[src/rtl/mbox_pkg.sv]
package mbox_pkg;
  localparam int ADDR_W = 12;
  localparam int DATA_W = 32;
  localparam int IDX_W = 4;  // up to 16 queues
  localparam logic [ADDR_W-1:0] MSG_BASE  = 12'h040;
  localparam logic [ADDR_W-1:0] FULL_BASE = 12'h080;
  localparam logic [ADDR_W-1:0] CNT_BASE  = 12'h0C0;

  typedef struct packed {
    logic              push;
    logic              pop;
    logic [IDX_W-1:0]  idx;
    logic [DATA_W-1:0] data;
  } mboxStrobe_t;
endpackage

[src/rtl/mbox_fifo.sv]
module mbox_fifo #(
  parameter int DEPTH = 4,
  localparam int CNT_W = $clog2(DEPTH + 1),
  localparam int PTR_W = $clog2(DEPTH)
) (
  input  logic              clk,
  input  logic              rstN,
  input  logic              pushReq,
  input  logic              popReq,
  input  logic [31:0]       pushData,
  output logic [31:0]       headData,
  output logic [CNT_W-1:0]  count,
  output logic              isFull,
  output logic              notEmpty,
  output logic              pushDone,
  output logic              popFromFull
);
  logic [31:0]      mem [DEPTH];
  logic [PTR_W-1:0] wrPtr, rdPtr;
  logic             popDone;

  assign isFull      = (count == CNT_W'(DEPTH));
  assign notEmpty    = (count != '0);
  assign pushDone    = pushReq && !isFull;
  assign popDone     = popReq && notEmpty;
  assign popFromFull = popDone && isFull;
  assign headData    = notEmpty ? mem[rdPtr] : '0;

  function automatic logic [PTR_W-1:0] bump(logic [PTR_W-1:0] p);
    return (p == PTR_W'(DEPTH - 1)) ? '0 : p + 1'b1;
  endfunction

  always_ff @(posedge clk) begin
    if (pushDone) mem[wrPtr] <= pushData;
  end

  always_ff @(posedge clk or negedge rstN) begin
    if (!rstN) begin
      wrPtr <= '0;
      rdPtr <= '0;
      count <= '0;
    end else begin
      if (pushDone) wrPtr <= bump(wrPtr);
      if (popDone)  rdPtr <= bump(rdPtr);
      count <= count + CNT_W'(pushDone) - CNT_W'(popDone);
    end
  end


  full_drop_chk: assert property (@(posedge clk) disable iff (!rstN)
    pushReq && isFull && !popReq |=> count == $past(count));

  count_bound_chk: assert property (@(posedge clk) disable iff (!rstN)
    count <= CNT_W'(DEPTH));

  empty_pop_chk: assert property (@(posedge clk) disable iff (!rstN)
    popReq && !notEmpty && !pushReq |=> count == '0);

  push_count_chk: assert property (@(posedge clk) disable iff (!rstN)
    pushReq && !isFull && !popReq |=> count == $past(count) + 1'b1);
endmodule

[src/rtl/mbox_datapath.sv]
module mbox_datapath
  import mbox_pkg::*;
#(
  parameter int NUM_FIFOS = 4,
  parameter int DEPTH = 4,
  localparam int CNT_W = $clog2(DEPTH + 1)
) (
  input  logic                 clk,
  input  logic                 rstN,
  input  mboxStrobe_t          strobe,
  output logic [31:0]          headData [NUM_FIFOS],
  output logic [CNT_W-1:0]     count [NUM_FIFOS],
  output logic [NUM_FIFOS-1:0] full,
  output logic [NUM_FIFOS-1:0] notEmpty,
  output logic [NUM_FIFOS-1:0] pushEvt,
  output logic [NUM_FIFOS-1:0] refillEvt
);
  for (genvar m = 0; m < NUM_FIFOS; m++) begin : gQueue
    logic hit;
    assign hit = (strobe.idx == IDX_W'(m));
    mbox_fifo #(.DEPTH(DEPTH)) uQueue (
      .clk        (clk),
      .rstN       (rstN),
      .pushReq    (strobe.push && hit),
      .popReq     (strobe.pop && hit),
      .pushData   (strobe.data),
      .headData   (headData[m]),
      .count      (count[m]),
      .isFull     (full[m]),
      .notEmpty   (notEmpty[m]),
      .pushDone   (pushEvt[m]),
      .popFromFull(refillEvt[m])
    );
  end
endmodule

[src/rtl/mbox_ctrl.sv]
module mbox_ctrl
  import mbox_pkg::*;
#(
  parameter int NUM_FIFOS = 4,
  parameter int NUM_USERS = 2,
  parameter int LAYOUT = 1,
  parameter int DEPTH = 4,
  parameter logic [31:0] REVISION = 32'h0000_0102,
  localparam int CNT_W = $clog2(DEPTH + 1),
  localparam int EVT_W = 2 * NUM_FIFOS
) (
  input  logic                 clk,
  input  logic                 rstN,
  input  logic                 busSel,
  input  logic                 busWrite,
  input  logic [ADDR_W-1:0]    busAddr,
  input  logic [31:0]          busWdata,
  output logic [31:0]          busRdata,
  output logic [NUM_USERS-1:0] irq,
  output mboxStrobe_t          strobe,
  input  logic [31:0]          headData [NUM_FIFOS],
  input  logic [CNT_W-1:0]     count [NUM_FIFOS],
  input  logic [NUM_FIFOS-1:0] full,
  input  logic [NUM_FIFOS-1:0] notEmpty,
  input  logic [NUM_FIFOS-1:0] pushEvt,
  input  logic [NUM_FIFOS-1:0] refillEvt
);
  logic [EVT_W-1:0]     status [NUM_USERS];
  logic [EVT_W-1:0]     enable [NUM_USERS];
  logic [EVT_W-1:0]     statW1c [NUM_USERS];
  logic [NUM_USERS-1:0] enSetWr, enClrWr;
  logic [EVT_W-1:0]     evtVec;
  logic                 wrAcc, rdAcc;

  assign wrAcc = busSel && busWrite;
  assign rdAcc = busSel && !busWrite;

  function automatic logic [ADDR_W-1:0] statOff(int u);
    return (LAYOUT == 2) ? ADDR_W'(32'h104 + 16 * u) : ADDR_W'(32'h100 + 8 * u);
  endfunction

  always_comb begin
    for (int m = 0; m < NUM_FIFOS; m++) begin
      evtVec[2*m]   = pushEvt[m] || notEmpty[m];
      evtVec[2*m+1] = refillEvt[m];
    end
  end

  // address decode and read mux
  always_comb begin
    strobe   = '0;
    busRdata = '0;
    enSetWr  = '0;
    enClrWr  = '0;
    strobe.data = busWdata;
    for (int u = 0; u < NUM_USERS; u++) statW1c[u] = '0;
    if (busAddr == '0) busRdata = REVISION;
    for (int m = 0; m < NUM_FIFOS; m++) begin
      if (busAddr == MSG_BASE + ADDR_W'(4 * m)) begin
        strobe.idx  = IDX_W'(m);
        strobe.push = wrAcc;
        strobe.pop  = rdAcc;
        busRdata    = headData[m];
      end
      if (busAddr == FULL_BASE + ADDR_W'(4 * m)) busRdata = {31'b0, full[m]};
      if (busAddr == CNT_BASE + ADDR_W'(4 * m))  busRdata = 32'(count[m]);
    end
    for (int u = 0; u < NUM_USERS; u++) begin
      if (busAddr == statOff(u)) begin
        busRdata = 32'(status[u]);
        if (wrAcc) statW1c[u] = busWdata[EVT_W-1:0];
      end
      if (busAddr == statOff(u) + ADDR_W'(4)) begin
        busRdata   = 32'(enable[u]);
        enSetWr[u] = wrAcc;
      end
      if (LAYOUT == 2 && busAddr == statOff(u) + ADDR_W'(8)) begin
        busRdata   = 32'(enable[u]);
        enClrWr[u] = wrAcc;
      end
    end
  end

  for (genvar u = 0; u < NUM_USERS; u++) begin : gUser
    always_ff @(posedge clk or negedge rstN) begin
      if (!rstN) begin
        status[u] <= '0;
        enable[u] <= '0;
      end else begin
        status[u] <= (status[u] & ~statW1c[u]) | evtVec;
        if (LAYOUT == 2) begin
          if (enSetWr[u])      enable[u] <= enable[u] | busWdata[EVT_W-1:0];
          else if (enClrWr[u]) enable[u] <= enable[u] & ~busWdata[EVT_W-1:0];
        end else if (enSetWr[u]) begin
          enable[u] <= busWdata[EVT_W-1:0];
        end
      end
    end
    assign irq[u] = |(status[u] & enable[u]);


    w1c_only_chk: assert property (@(posedge clk) disable iff (!rstN)
      1'b1 |=> (($past(status[u]) & ~status[u] & ~$past(statW1c[u])) == '0));

    for (genvar m = 0; m < NUM_FIFOS; m++) begin : gHold

      newmsg_hold_chk: assert property (@(posedge clk) disable iff (!rstN)
        notEmpty[m] |=> status[u][2*m]);
    end

    if (LAYOUT == 2) begin : gSetClr

      en_clear_chk: assert property (@(posedge clk) disable iff (!rstN)
        enClrWr[u] |=> (enable[u] & $past(busWdata[EVT_W-1:0])) == '0);

      en_set_chk: assert property (@(posedge clk) disable iff (!rstN)
        enSetWr[u] |=> (enable[u] & $past(busWdata[EVT_W-1:0])) == $past(busWdata[EVT_W-1:0]));
    end
  end
endmodule

[src/rtl/ipc_mailbox.sv]
module ipc_mailbox
  import mbox_pkg::*;
#(
  parameter int NUM_FIFOS = 4,
  parameter int NUM_USERS = 2,
  parameter int LAYOUT = 1,
  parameter int DEPTH = 4,
  parameter logic [31:0] REVISION = 32'h0000_0102,
  localparam int CNT_W = $clog2(DEPTH + 1)
) (
  input  logic                 clk,
  input  logic                 rstN,
  input  logic                 busSel,
  input  logic                 busWrite,
  input  logic [11:0]          busAddr,
  input  logic [31:0]          busWdata,
  output logic [31:0]          busRdata,
  output logic [NUM_USERS-1:0] irq
);
  mboxStrobe_t          strobe;
  logic [31:0]          headData [NUM_FIFOS];
  logic [CNT_W-1:0]     count [NUM_FIFOS];
  logic [NUM_FIFOS-1:0] full, notEmpty, pushEvt, refillEvt;

  mbox_ctrl #(
    .NUM_FIFOS(NUM_FIFOS), .NUM_USERS(NUM_USERS), .LAYOUT(LAYOUT),
    .DEPTH(DEPTH), .REVISION(REVISION)
  ) uCtrl (
    .clk(clk), .rstN(rstN), .busSel(busSel), .busWrite(busWrite),
    .busAddr(busAddr), .busWdata(busWdata), .busRdata(busRdata), .irq(irq),
    .strobe(strobe), .headData(headData), .count(count), .full(full),
    .notEmpty(notEmpty), .pushEvt(pushEvt), .refillEvt(refillEvt)
  );

  mbox_datapath #(.NUM_FIFOS(NUM_FIFOS), .DEPTH(DEPTH)) uData (
    .clk(clk), .rstN(rstN), .strobe(strobe), .headData(headData),
    .count(count), .full(full), .notEmpty(notEmpty), .pushEvt(pushEvt),
    .refillEvt(refillEvt)
  );
endmodule

[config.mk]
export PLATFORM = sky130hd
export DESIGN_NAME = ipc_mailbox
export DESIGN_NICKNAME = d
export VERILOG_FILES = /design/src/rtl/mbox_pkg.sv /design/src/rtl/mbox_fifo.sv /design/src/rtl/mbox_datapath.sv /design/src/rtl/mbox_ctrl.sv /design/src/rtl/ipc_mailbox.sv
export SDC_FILE = /design/constraint.sdc
export NUM_CORES = 1
export LEC_CHECK = 0
export BUFFER_PORTS_ARGS = -buffer_cell sky130_fd_sc_hd__clkbuf_2
export CAP_MARGIN = 20
export CELL_PAD_IN_SITES_DETAIL_PLACEMENT = 2
export CELL_PAD_IN_SITES_GLOBAL_PLACEMENT = 2
export CORE_AREA = 2 2 188 282
export DETAILED_ROUTE_END_ITERATION = 6
export DIE_AREA = 0 0 190 284
export PLACE_DENSITY = 0.82
export SLEW_MARGIN = 25
export SYNTH_ARGS = -nofsm -noshare
export SYNTH_HDL_FRONTEND = slang
export SYNTH_HIERARCHICAL = 1
export SYNTH_SLANG_ARGS = --single-unit
[constraint.sdc]
create_clock -name clk -period 2.9 [get_ports clk]
set_input_delay 0.145 -clock clk [delete_from_list [all_inputs] [get_ports clk]]
set_output_delay 0.145 -clock clk [all_outputs]
set_load 0.1 [all_outputs]
==> results of run 1 <==
layout make-up:
type,instances,area [um^2]
clock buffer,66,1380
clock inverter,32,272
fill,4262,22100
inverter,20,75.1
multi-input combinational,657,7080
sequential,572,16900
tap,676,846
timing repair buffer,248,2830
final timing paths:
kind,end,cells after the start
min in group asynchronous,uCtrl/enable[9]$_DFFE_PN0P_,3
worst min register to register,uCtrl/status[7]$_DFF_PN0_,1
worst min-delay path,uData/gQueue[3].uQueue/mem[1][19]$_DFFE_PP_,1
worst max-delay path,busRdata[31],7
max in group asynchronous,uData/gQueue[1].uQueue/count[1]$_DFF_PN0_,3
worst max register to register,uData/gQueue[3].uQueue/count[2]$_DFF_PN0_,10
state kept, by name, summed over array words and instances (netlist names):
name,cells
uData/gQueue.uQueue/mem,512
uCtrl/enable,16
uData/gQueue.uQueue/count,12
uData/gQueue.uQueue/rdPtr,8
uCtrl/status,16
uData/gQueue.uQueue/wrPtr,8
layer usage:
metal,global-route usage [%],vias up,routed length [um]
met4,14.6,0,4830
met5,0,-,0
li1,-,5702,-
met3,4.24,237,4590
met2,56.1,712,44500
met1,39.0,7880,31200
logic make-up (layout without fill, tap and decap cells):
logic type	count (synthesis)	in the layout	synth area share [%]
compound gates	117	117	3.70
buf+inv	129	366	3.58
simple gates	332	333	7.94
flops	572	572	69.1
other cells	1	2	0.0153
mux	165	165	13.7
fa+ha+maj	28	28	1.56
xor+xnor	12	12	0.430
cell usage after synthesis, drive strengths merged (12+ instances only):
library cell / count / area [um^2]
a222oi: 24 / 240
nor2: 39 / 154
mux2: 35 / 394
nand3: 15 / 92.6
mux4: 128 / 2940
and2: 151 / 945
a22oi: 19 / 143
buf: 80 / 691
clkbuf: 29 / 109
o21ai: 19 / 95.1
inv: 20 / 75.1
nand2: 76 / 295
xnor2: 12 / 105
ha: 24 / 300
dfrtp: 60 / 1500
edfxtp: 512 / 15400
per-stage QoR:
stage	total power, mW	util [%]
global route	16.7	57.1
detailed placement	9.45	51.7
global placement	9.42	51.7
floorplan	9.30	-
CTS	16.3	56.5
finish	16.3	57.1
power by group through the flow:
stage	registers [mW]	logic [mW]	clock network (mW)
2_1_floorplan	9.15	0.146	0
3_3_place_gp	9.16	0.262	0
3_5_place_dp	9.16	0.294	0
4_1_cts	8.98	0.317	7.04
5_1_grt	8.98	0.346	7.33
6_report	8.98	0.324	7.01
repair_timing:
action	CTS	global route
cloned	4	1
endpoints found under the setup margin	32	35
pin swaps	57	48
hold endpoints to repair	230	0
hold buffers	14	0
resized for setup	96	55
buffers inserted	25	30
worst register-to-register path: stages (launching register included):
cell	delay, ps
sky130_fd_sc_hd__dfrtp_2	410
sky130_fd_sc_hd__buf_4	160
sky130_fd_sc_hd__or3_2	650
sky130_fd_sc_hd__buf_4	200
sky130_fd_sc_hd__nand2_2	80
sky130_fd_sc_hd__xnor2_1	170
sky130_fd_sc_hd__ha_1	230
sky130_fd_sc_hd__inv_1	80
sky130_fd_sc_hd__fa_1	450
sky130_fd_sc_hd__xnor2_2	240
sky130_fd_sc_hd__xnor2_1	180
==> flow_results.org, run 1 <==
** Critical path
- R2R Setup Slk :: -20 ps
- The worst setup path is captured at an output port.
- Worst reg2reg path startpoint :: uData/gQueue[3].uQueue/count[2]$_DFF_PN0_
- Data arrival time at the worst-slack endpoint :: 3040 ps
- Walking the worst path, the cells encountered are buf_12, buf_12, mux4_2, and2_4, a222oi_1, nand2_1, buf_12.
- Largest fanout on the critical path :: 4
- Largest delay share family, worst path :: multiplexers
- Required time at the endpoint of the critical path :: 2760 ps
- Type of origin of the critical path :: flip-flop
- The worst setup path is of the reg2out kind.
- Largest stage delay on the critical path :: 510 ps
- Counting stages on the worst path, the most repeated cell is sky130_fd_sc_hd__buf_12.
- On the critical path, the stage with the largest delay is an instance of sky130_fd_sc_hd__mux4_2.
- Startpoint of the most critical setup path :: uData/gQueue[1].uQueue/rdPtr[0]$_DFFE_PN0P_
- Total buffers and inverters traversed by the critical path :: 3

** Yosys
- Synthesis instantiated 63 different standard cells from the library.
- Synth Instances :: 1356
- Sequential elements use 69.1% of the synthesized area.
- Count of flip-flops with a built-in enable after synthesis :: 512
- A synthesized cell averages 18.0 um^2.
- For this run, the leading register cell type out of synthesis is sky130_fd_sc_hd__edfxtp_1.
- Yosys reg bits :: 572
- Post-synthesis instance area :: 24400 um^2
- Async set-or-reset flop fraction in the synthesized netlist :: 10.5%
- Yosys warnings :: 6

** Status
- The run finished, with violations left.
- The final reports fail on negative setup slack.

** Pwr
- Switching pwr :: 3.53 mW
- Switching Share :: 21.7%
- Fraction of power consumed by the clock network :: 43.0%
- Combinational logic is responsible for 2.0% of the overall power.
- Sequential cells account for 55.1% of the total power.
- Pwr/cell area :: 555 nW/um^2
- Int Power :: 12.8 mW
- Largest vdd supply drop :: 0.000504 V
- Summed over all cells, the static leakage comes to 10.2 nW.

** Placement
- Quantity of I/O buffers inserted on ports :: 81
- In this run, placement finished with an instance count of 2104.
- The wire-length estimate of the detail-placed layout is 50700 um.
- Worst slack after detailed placement :: -366 ps
- Placed cell area :: 26600 um^2
- Routability congestion estimate :: 0.884

** Final layout
- Ant. Diodes :: 0
- Post-layout instance area :: 29400 um^2
- Most frequent cells in the layout :: sky130_fd_sc_hd__edfxtp_1, sky130_fd_sc_hd__mux4_2, sky130_fd_sc_hd__and2_1, sky130_fd_sc_hd__buf_4
- The post-route netlist has 37.8% of its cells at a drive strength greater than 1.
- Final Non-Filler Cells :: 2271
- Area Overhead vs Synth :: 20.2%
- Net count of the finished layout :: 1628
- The library cell used most frequently in the layout, excluding fill and tap cells, is sky130_fd_sc_hd__edfxtp_1.

** Floorplanning
- Total die area :: 54000 um^2
- Chip Width :: 190 um
- The die is 284 um tall.
- Starting density of the core :: 47.5%
- 82 I/O pins were placed.
- The total area inside the core boundary comes to 51400 um^2.
- Site row count :: 102

** Global routing
- First-pass GRT wire length :: 121000 um
- Total Routing Usage GR :: 31.9%
- Via count of the first global-routing pass :: 16.0k
- Maximum number of pins on one net before global-route repair :: 36
- The total overflow left after global routing is 0.
- The initial antenna violation count came to 2.

** CTS
- Number of H-tree levels :: 2
- Largest buffer count on any clock path :: 3
- TritonCTS created 53 clock buffers.
- Root Driver :: sky130_fd_sc_hd__clkbuf_16
- CTS tree :: done
- After clock tree synthesis, the clock-pin slew on the worst setup and hold paths is 70 ps.
- Insertion delay of the later-clocked pin in the worst-skew pair :: 620 ps
- CTS saw 572 sinks.

** Hold path
- The startpoint identified for the worst hold timing path is busWdata[19].
- The path class of the tightest hold or removal check is in2reg.

** Detailed routing
- For this run, the detailed router's first-pass iteration total came to 6.
- For this block, the initial DRC count from the detailed router was 1655.
- The detailed router placed 14.5k vias in this run.
- Remaining antenna violation count :: 0
- Number of DRC violations after detailed routing :: 0
- In the final routed layout, each cell accounts on average for 37.5 um.
- Via-to-Cell Ratio :: 6.40
- Overall routed net length :: 85100 um

** Flow run
- Number of violations of the max-capacitance limit :: 0

** STA
- The worst pin sits at a relative slew slack of 31.4%.
- Final period util :: 110%
- Setup violations remaining at the end of the flow were counted as 33.
- For this run, the top clock speed supported by timing is 314 MHz.
- Final Hold Violating Endpoints :: 0
- The worst path in the final design needs a cycle of 3190 ps, including I/O delays and setup.
- Setup repair after global routing could not meet its margin everywhere.
- Hold slack final :: 17.0 ps
- Summed negative setup slack over all endpoints :: -5470 ps
- Final slew viol count :: 0
- For the final database, setup skew stands at 23.9 ps.
- For the pin with the worst max-slew slack, the measured transition is 1030 ps.
- Final setup margin :: -287 ps
Note: power is estimated with default switching activity, not from simulation.
==> inputs of run 2 (changes only) <==
Settings changed: CORE_AREA 2 2 188 282 to 2 2 205 308, DIE_AREA 0 0 190 284 to 0 0 207 310, PLACE_DENSITY 0.82 to 0.71.
==> run 2 against run 1 <==
- the flow still finishes with violations (negative setup slack)
- worst hold slack got worse by 2.6 ps
- critical path type unchanged
- critical path depth grew 1
- die area increased by 19%
- non-clock buffer count decreased by 6
- first-iteration DRC count down 47%
- critical endpoint is now busRdata[0]
- combinational power is essentially flat
==> flow_results.org, run 2 (synthesis results as in run 1) <==
** Floorplanning
- The initial core utilization came to 39.6% (was 47.5%).
- The floorplan die height was 310 um (was 284 um).
- The top-level port count came to 82 (unchanged).
- The core outline area is 61700 um^2 (was 51400 um^2).
- Total die area :: 64200 um^2 (was 54000 um^2)
- The width of the die came to 207 um (was 190 um).
- The number of core rows came to 112 (was 102).

** Hold path
- The class of the worst hold path is in2reg (unchanged).
- Worst Hold Launch :: busWdata[31] (was busWdata[19])

** Placement
- Routability congestion estimate :: 0.896 (was 0.884)
- Placed cell area :: 26800 um^2 (was 26600 um^2)
- The number of placed instances with taps included is 2228 (was 2104).
- The number of buffers inserted by port buffering came to 81 (unchanged).
- The half-perimeter wire length of the detailed placement result is 48900 um (was 50700 um).

** Global routing
- The largest net degree at the start of global routing was 33 (was 36).
- The global route total overflow was 0 (unchanged).
- First-pass GRT wire length :: 111000 um (was 121000 um)
- Via count of the first global-routing pass :: 15.4k (was 16.0k)
- Total Routing Usage GR :: 23.9% (was 31.9%)
- The initial antenna violation count was 0 (was 2).

** Detailed routing
- The count of routing violations after the opening detailed-route iteration was 882 (was 1655).
- Overall routed net length :: 77100 um (was 85100 um)
- Wire length per cell after detailed routing :: 32.3 um (was 37.5 um)
- The vias per cell came to 5.73 (was 6.40).
- The total iterations of the first detailed-routing run is 5 (was 6).
- The via total after detailed routing came to 13.7k (was 14.5k).
- The number of nets still failing antenna checks after routing was 0 (unchanged).
- The DRC violation count after routing is 0 (unchanged).

** STA
- The upper clock frequency limit came to 322 MHz (was 314 MHz).
- The final worst-path cycle share came to 107% (was 110%).
- The worst slew margin relative to its limit was 33.6% (was 31.4%).
- Setup repair after global routing missed its margin: true (unchanged).
- The number of hold-slack violations in the final timing report is 0 (unchanged).
- The final critical delay including setup and external delays came to 3110 ps (was 3190 ps).
- Clock Skew :: 23.2 ps (was 23.9 ps)
- The total count of max-transition violations in the final report is 0 (unchanged).
- Final setup margin :: -205 ps (was -287 ps)
- Final setup violation count :: 32 (was 33)
- Measured slew at the worst slew-check pin :: 994 ps (was 1030 ps)

** Final layout
- The area overhead of the layout relative to synthesis is 21.2% (was 20.2%).
- Most frequent cells in the layout: sky130_fd_sc_hd__edfxtp_1, sky130_fd_sc_hd__mux4_2, sky130_fd_sc_hd__and2_1, sky130_fd_sc_hd__buf_4, sky130_fd_sc_hd__buf_12 (was sky130_fd_sc_hd__edfxtp_1, sky130_fd_sc_hd__mux4_2, sky130_fd_sc_hd__and2_1, sky130_fd_sc_hd__buf_4).
- Ratio of cells with drive above 1 in the final layout :: 37.8% (about the same)
- The number of standard cells in the layout, taps in and fillers out was 2388 (was 2271).
- The finished layout cell area is 29600 um^2 (was 29400 um^2).
- Fraction of the core area covered by cells at the end of the flow :: 48.0% (was 57.1%)
- Biggest registers after layout: uData/gQueue.uQueue/mem (512), uCtrl/enable (16), uCtrl/status (16) (unchanged).
- The number of flip-flops in the largest register is 512 (unchanged).
- The final antenna diode count came to 0 (unchanged).
- Net count of the finished layout :: 1622 (was 1628)
- Number of filler cells placed in the layout :: 5575 (was 4262)
- The most common cell after layout, fill and taps aside is sky130_fd_sc_hd__edfxtp_1 (unchanged).
- The most flop-heavy register is uData/gQueue.uQueue/mem (unchanged).

** Critical path
- Largest stage delay on the critical path :: 480 ps (was 510 ps)
- Required time at the endpoint of the critical path :: 2760 ps (about the same)
- Largest fanout on the critical path :: 11 (was 4)
- The arrival time at the worst endpoint is 2960 ps (was 3040 ps).
- The endpoint class of the critical path is an output port (unchanged).
- Type of origin of the critical path :: flip-flop (unchanged)
- Cells traversed along the worst timing path: buf_12, mux4_1, and2_1, a2bb2oi_1, nor3_1, or3_4, a31oi_4, buf_12 (was buf_12, buf_12, mux4_2, and2_4, a222oi_1, nand2_1, buf_12).
- The category of cells accounting for the largest share of critical-path delay was simple AND/OR/NAND/NOR gates (was multiplexers).
- Classification of the worst setup path :: reg2out (unchanged)
- Total buffers and inverters traversed by the critical path :: 2 (was 3)
- Most frequent cell on the critical path :: sky130_fd_sc_hd__buf_12 (unchanged)
- Worst reg2reg path startpoint :: uData/gQueue[1].uQueue/count[0]$_DFF_PN0_ (was uData/gQueue[3].uQueue/count[2]$_DFF_PN0_)
- The standard cell with the maximum stage delay on the critical path was sky130_fd_sc_hd__dfrtp_2 (was sky130_fd_sc_hd__mux4_2).
- Startpoint of the most critical setup path :: uData/gQueue[3].uQueue/rdPtr[0]$_DFFE_PN0P_ (was uData/gQueue[1].uQueue/rdPtr[0]$_DFFE_PN0P_)

** CTS
- The clock tree from TritonCTS is done (unchanged).
- The number of buffers created by CTS came to 54 (was 53).
- The clock tree buffer depth came to 3 (unchanged).
- The H-tree level count is 2 (unchanged).
- Number of sinks handled by clock tree synthesis :: 572 (unchanged)
- Clock Pin Slew Worst Setup and Hold Paths :: 70 ps (about the same)
- The clock latency at the later pin of the worst-skew pair came to 620 ps (about the same).
- The root buffer cell is sky130_fd_sc_hd__clkbuf_16 (unchanged).

** Pwr
- Pwr/cell area :: 565 nW/um^2 (was 555 nW/um^2)
- The sequential power share is 53.7% (was 55.1%).
- The portion of total power attributed to combinational logic was 1.9% (was 2.0%).
- The switching share of power was 20.6% (was 21.7%).
- Int Power :: 13.3 mW (was 12.8 mW)
- The leakage power figure was 10.3 nW (was 10.2 nW).
- Fraction of power consumed by the clock network :: 44.4% (was 43.0%)
- Switching pwr :: 3.45 mW (was 3.53 mW)
- The peak supply drop is 0.000446 V (was 0.000504 V).

** Status
- Violated checks :: negative setup slack (unchanged)
- Outcome :: complete, but fails checks (unchanged)

** Flow run
- The max capacitance violation total was 0 (unchanged).
-- run 2: path summary, 6_finish.rpt --
| kind | end | slack [ps] | cells after the start |
|---|---|---|---|
| min in group asynchronous | uData/gQueue[3].uQueue/wrPtr[1]$_DFFE_PN0P_ | 160 | 2 |
| worst min register to register | uCtrl/status[5]$_DFF_PN0_ | 520 | 1 |
| max in group asynchronous | uData/gQueue[2].uQueue/rdPtr[1]$_DFFE_PN0P_ | 2050 | 3 |
| worst max register to register | uData/gQueue[1].uQueue/count[2]$_DFF_PN0_ | 510 | 9 |
| worst max-delay path | busRdata[0] | -210 | 8 |
| worst min-delay path | uData/gQueue[2].uQueue/mem[1][31]$_DFFE_PP_ | 10 | 1 |
-- run 2: area by class of cell --
type                       instances  area [um^2]  share of cell area, %
multi-input combinational        656         7030                   23.7
clock inverter                    30          349                   1.18
tap                              798          998                   3.37
timing repair buffer             242         2790                   9.41
clock buffer                      70         1480                   5.01
sequential                       572        16900                   57.0
inverter                          20         75.1                  0.253
-- run 2: timing repair --
action	CTS	global route
pin swaps	67	50
setup buffers	26	22
hold buffers	14	0
gates cloned	2	2
endpoints found under the hold margin	196	0
setup endpoints to repair	32	32
gates resized for setup	85	52
-- run 2: worst register-to-register path, cell delays in order (launching register included) --
cell and delay (ps):
sky130_fd_sc_hd__dfrtp_2 440, sky130_fd_sc_hd__or3_4 500, sky130_fd_sc_hd__buf_4 180, sky130_fd_sc_hd__nand2_2 80, sky130_fd_sc_hd__xnor2_1 120, sky130_fd_sc_hd__ha_1 160
sky130_fd_sc_hd__inv_1 60, sky130_fd_sc_hd__fa_1 400, sky130_fd_sc_hd__xnor2_1 220, sky130_fd_sc_hd__xnor2_1 150
-- run 2: stage by stage --
stage               hold slack, ps  power [mW]  setup TNS [ps]  setup slack, ps
global placement               262        9.44           -1630             -206
floorplan                     -151        9.30          -0.911           -0.911
CTS                           3.44        16.9           -6820             -328
global route                  30.3        17.1           -6950             -318
finish                        14.4        16.7           -3460             -205
detailed placement             274        9.46          -33320             -333
-- run 2: power groups by stage --
stage               clock network (mW)  registers (mW)  logic [mW]
floorplan                            0            9.15       0.146
global placement                     0            9.16       0.283
detailed placement                   0            9.16       0.306
CTS                               7.55            8.98       0.326
global route                      7.82            8.98       0.348
finish                            7.44            8.98       0.322
-- run 2: layer usage --
layer  global-route usage [%]  vias to the layer above  routed length, um
li1                         -                     5680                  -
met1                     27.2                     7436              28100
met2                     45.3                      424              42300
met3                     2.71                      139               2990
met4                     9.80                        0               3600
met5                        0                        -                  0
==> inputs of run 3 (changes only) <==
Settings changed: CTS_CLUSTER_SIZE set to 14, SETUP_SLACK_MARGIN set to 0.3, SLEW_MARGIN 25 to 20.
==> run 3 against run 2 <==
- the run still ends with negative setup slack left
- global-route usage rose by 0.40 points
- worst hold slack got worse by 1.1 ps
- sequential cell count did not move
- largest power group unchanged
- highest routed layer unchanged
==> flow_results.org, run 3 (synthesis results as in run 1) <==
** Placement
- The number of buffers inserted by port buffering is 81 (unchanged).
- Post-detailed-placement half-perimeter wirelength :: 50000 um (was 48900 um)
- Number of instances in the placed design :: 2236 (was 2228)
- The final estimated routing congestion in global placement is 0.876 (was 0.896).
- Worst slack after detailed placement :: -214 ps (was -333 ps)

** Detailed routing
- Wire length per cell after detailed routing :: 31.8 um (was 32.3 um)
- The total iterations of the first detailed-routing run is 6 (was 5).
- DR vias :: 13.6k (was 13.7k)
- Remaining antenna violation count :: 0 (unchanged)
- Via-to-Cell Ratio :: 5.65 (was 5.73)
- Number of DRC violations after detailed routing :: 0 (unchanged)
- The count of routing violations after the opening detailed-route iteration came to 1029 (was 882).
- The routed wire length was 76500 um (was 77100 um).

** Final layout
- The number of standard cells in the layout, taps in and fillers out came to 2403 (was 2388).
- The net total in the final layout is 1633 (was 1622).
- Fraction of the core area covered by cells at the end of the flow :: 48.2% (was 48.0%)
- The area overhead of the layout relative to synthesis came to 21.6% (was 21.2%).
- The share of post-route cells with drive strength above 1 came to 38.1% (was 37.8%).
- The most common cell after layout, fill and taps aside is sky130_fd_sc_hd__edfxtp_1 (unchanged).
- Biggest registers after layout :: uData/gQueue.uQueue/mem (512), uCtrl/enable (16), uCtrl/status (16) (unchanged)
- Most frequent cells in the layout: sky130_fd_sc_hd__edfxtp_1, sky130_fd_sc_hd__mux4_2, sky130_fd_sc_hd__and2_1, sky130_fd_sc_hd__buf_4, sky130_fd_sc_hd__nand2_1 (was sky130_fd_sc_hd__edfxtp_1, sky130_fd_sc_hd__mux4_2, sky130_fd_sc_hd__and2_1, sky130_fd_sc_hd__buf_4, sky130_fd_sc_hd__buf_12).
- Number of filler cells placed in the layout :: 5588 (was 5575)
- Register with the highest flop count :: uData/gQueue.uQueue/mem (unchanged)
- The number of flip-flops in the largest register is 512 (unchanged).

** STA
- Min cycle time layout :: 3160 ps (was 3110 ps)
- The final worst clock skew was 17.3 ps (was 23.2 ps).
- Setup repair after global routing missed its margin :: true (unchanged)
- Final Hold Violating Endpoints :: 0 (unchanged)
- The final number of setup-violating endpoints is 32 (unchanged).
- Final period util :: 109% (was 107%)
- The upper clock frequency limit is 317 MHz (was 322 MHz).
- The total count of max-transition violations in the final report is 0 (unchanged).
- The worst setup slack after layout was -256 ps (was -205 ps).
- The measured slew at the worst slew-check pin is 1020 ps (was 994 ps).
- Slew Limit Headroom :: 32.2% (was 33.6%)

** Hold path
- Min-Delay Path Class :: in2reg (unchanged)
- Worst Hold Launch :: busWdata[11] (was busWdata[31])
- Hold endpoint :: uData/gQueue[2].uQueue/mem[3][11]$_DFFE_PP_ (was uData/gQueue[2].uQueue/mem[1][31]$_DFFE_PP_)
- Depth of the worst hold-timing path :: 1 (unchanged)

** Critical path
- Type of origin of the critical path :: flip-flop (unchanged)
- Classification of the worst setup path :: reg2out (unchanged)
- FF-to-FF End :: uData/gQueue[2].uQueue/count[2]$_DFF_PN0_ (was uData/gQueue[1].uQueue/count[2]$_DFF_PN0_)
- CP endpoint kind :: output port (unchanged)
- Worst reg2reg path startpoint :: uData/gQueue[2].uQueue/count[2]$_DFF_PN0_ (was uData/gQueue[1].uQueue/count[0]$_DFF_PN0_)
- Required time at the endpoint of the critical path :: 2760 ps (about the same)
- Worst Reg2Reg Path Length in Cells :: 9 (unchanged)
- The arrival time at the worst endpoint was 3010 ps (was 2960 ps).
- The slack of the worst reg-to-reg path was 450 ps (was 510 ps).
- The largest driver fanout on the critical path came to 8 (was 11).

** Global routing
- Residual overflow from global routing :: 0 (unchanged)
- The first-pass GRT wire length was 112000 um (was 111000 um).
- The global router's overall resource usage is 24.3% (was 23.9%).
- The largest net degree at the start of global routing is 38 (was 33).
- Via count of the first global-routing pass :: 15.6k (was 15.4k)
- The initial antenna violation count is 1 (was 0).

** Floorplanning
- Chip Width :: 207 um (unchanged)
- The core outline area came to 61700 um^2 (unchanged).
- The top-level port count came to 82 (unchanged).
- Site row count :: 112 (unchanged)
- Overall die height :: 310 um (unchanged)
- Starting density of the core :: 39.6% (unchanged)
- Total die area :: 64200 um^2 (unchanged)

** CTS
- The clock latency at the later pin of the worst-skew pair was 620 ps (about the same).
- Number of H-tree levels :: 2 (unchanged)
- The number of buffers created by CTS is 56 (was 54).
- The clock tree buffer depth came to 3 (unchanged).
- The clock tree from TritonCTS is done (unchanged).
- The clock transition at the registers of the reported paths came to 70 ps (about the same).
- Number of sinks handled by clock tree synthesis :: 572 (unchanged)
- The root buffer cell is sky130_fd_sc_hd__clkbuf_16 (unchanged).

** Pwr
- The total power per unit cell area is 571 nW/um^2 (was 565 nW/um^2).
- Total power consumption of the routed design :: 17.0 mW (was 16.7 mW)
- The leakage power figure came to 10.3 nW (about the same).
- Largest vdd supply drop :: 0.000536 V (was 0.000446 V)

** Flow run
- The max capacitance violation total was 0 (unchanged).

** Status
- Violated checks: negative setup slack (unchanged).
- Outcome: complete, but fails checks (unchanged).
-- run 3: cell count changes in the layout (fill, tap and decap cells not counted), moves of 4 or more --
cell	change
sky130_fd_sc_hd__clkbuf_8	-4
sky130_fd_sc_hd__clkbuf_1	+5
sky130_fd_sc_hd__buf_4	+22
sky130_fd_sc_hd__buf_6	-6
sky130_fd_sc_hd__and2_2	-13
sky130_fd_sc_hd__and2_1	+14
sky130_fd_sc_hd__buf_12	-6
-- run 3: critical path: stages (launching register included) --
cell and delay (ps):
sky130_fd_sc_hd__dfrtp_2 380, sky130_fd_sc_hd__buf_12 160, sky130_fd_sc_hd__mux4_2 560, sky130_fd_sc_hd__and2_4 180, sky130_fd_sc_hd__a221o_1 380, sky130_fd_sc_hd__a32oi_2 250, sky130_fd_sc_hd__or3_4 170, sky130_fd_sc_hd__a31oi_4 90
sky130_fd_sc_hd__buf_12 200
-- run 3: worst max path at each step --
stage | slack, ps | depth (start not counted) | end | startpoint
3_5_place_dp | -210 | 14 | uData/gQueue[2].uQueue/count[2]$_DFF_PN0_ | busAddr[9]
5_1_grt | -320 | 8 | busRdata[0] | uData/gQueue[1].uQueue/rdPtr[0]$_DFFE_PN0P_
4_1_cts | -250 | 8 | busRdata[0] | uData/gQueue[1].uQueue/rdPtr[0]$_DFFE_PN0P_
6_report | -260 | 8 | busRdata[0] | uData/gQueue[1].uQueue/rdPtr[0]$_DFFE_PN0P_
2_1_floorplan | -0.9 | 7 | busRdata[2] | uData/gQueue[3].uQueue/count[1]$_DFF_PN0_
3_3_place_gp | -40 | 13 | uData/gQueue[0].uQueue/count[2]$_DFF_PN0_ | busAddr[9]
-- run 3: final cells by class --
| class | instances | area [um^2] | area share (%) |
|---|---|---|---|
| diodes | 1 | 2.50 | 0.00842 |
| clock buffers | 74 | 1520 | 5.12 |
| clock inverters | 31 | 380 | 1.28 |
| inverters | 20 | 75.1 | 0.253 |
| multi-input cells | 656 | 7120 | 24.0 |
| flip-flops and latches | 572 | 16900 | 56.9 |
| well taps | 798 | 998 | 3.36 |
| repair buffers | 251 | 2710 | 9.13 |
-- run 3: routing by layer --
metal	wire length, um	GRT usage, %	part of all wire, %	vias to the layer above
met1	28200	27.3	37	7290
met2	41300	45.4	54	392
met5	0	0	0	-
met4	3880	11.2	5.1	0
li1	-	-	-	5714
met3	3140	3.47	4.1	177
-- run 3: what timing repair did --
item | in CTS | in global routing
hold buffers | 17 | 0
setup endpoints to repair | 32 | 37
gates resized for setup | 95 | 20
setup buffers | 33 | 11
pin swaps | 36 | 30
hold endpoints to repair | 254 | 0
-- run 3: power by group --
group | internal [mW] | total, mW | switching (mW) | leakage (nW)
Sequential | 8.98 | 8.98 | 0.00591 | 5.42
Clock | 4.41 | 7.66 | 3.24 | 0.928
Combinational | 0.0809 | 0.328 | 0.247 | 3.98
Total | 13.5 | 17.0 | 3.50 | 10.3
-- run 3: metrics by stage --
| stage | TNS (ps) | area [um^2] | hold WS [ps] |
|---|---|---|---|
| after floorplan | -0.909 | 24600 | -151 |
| after global placement | -64.1 | 26900 | 357 |
| after detailed placement | -503 | 26900 | 366 |
| after CTS | -4490 | 29600 | 0.465 |
| after global routing | -7100 | 29700 | 12.6 |
| final | -3520 | 29700 | 13.3 |
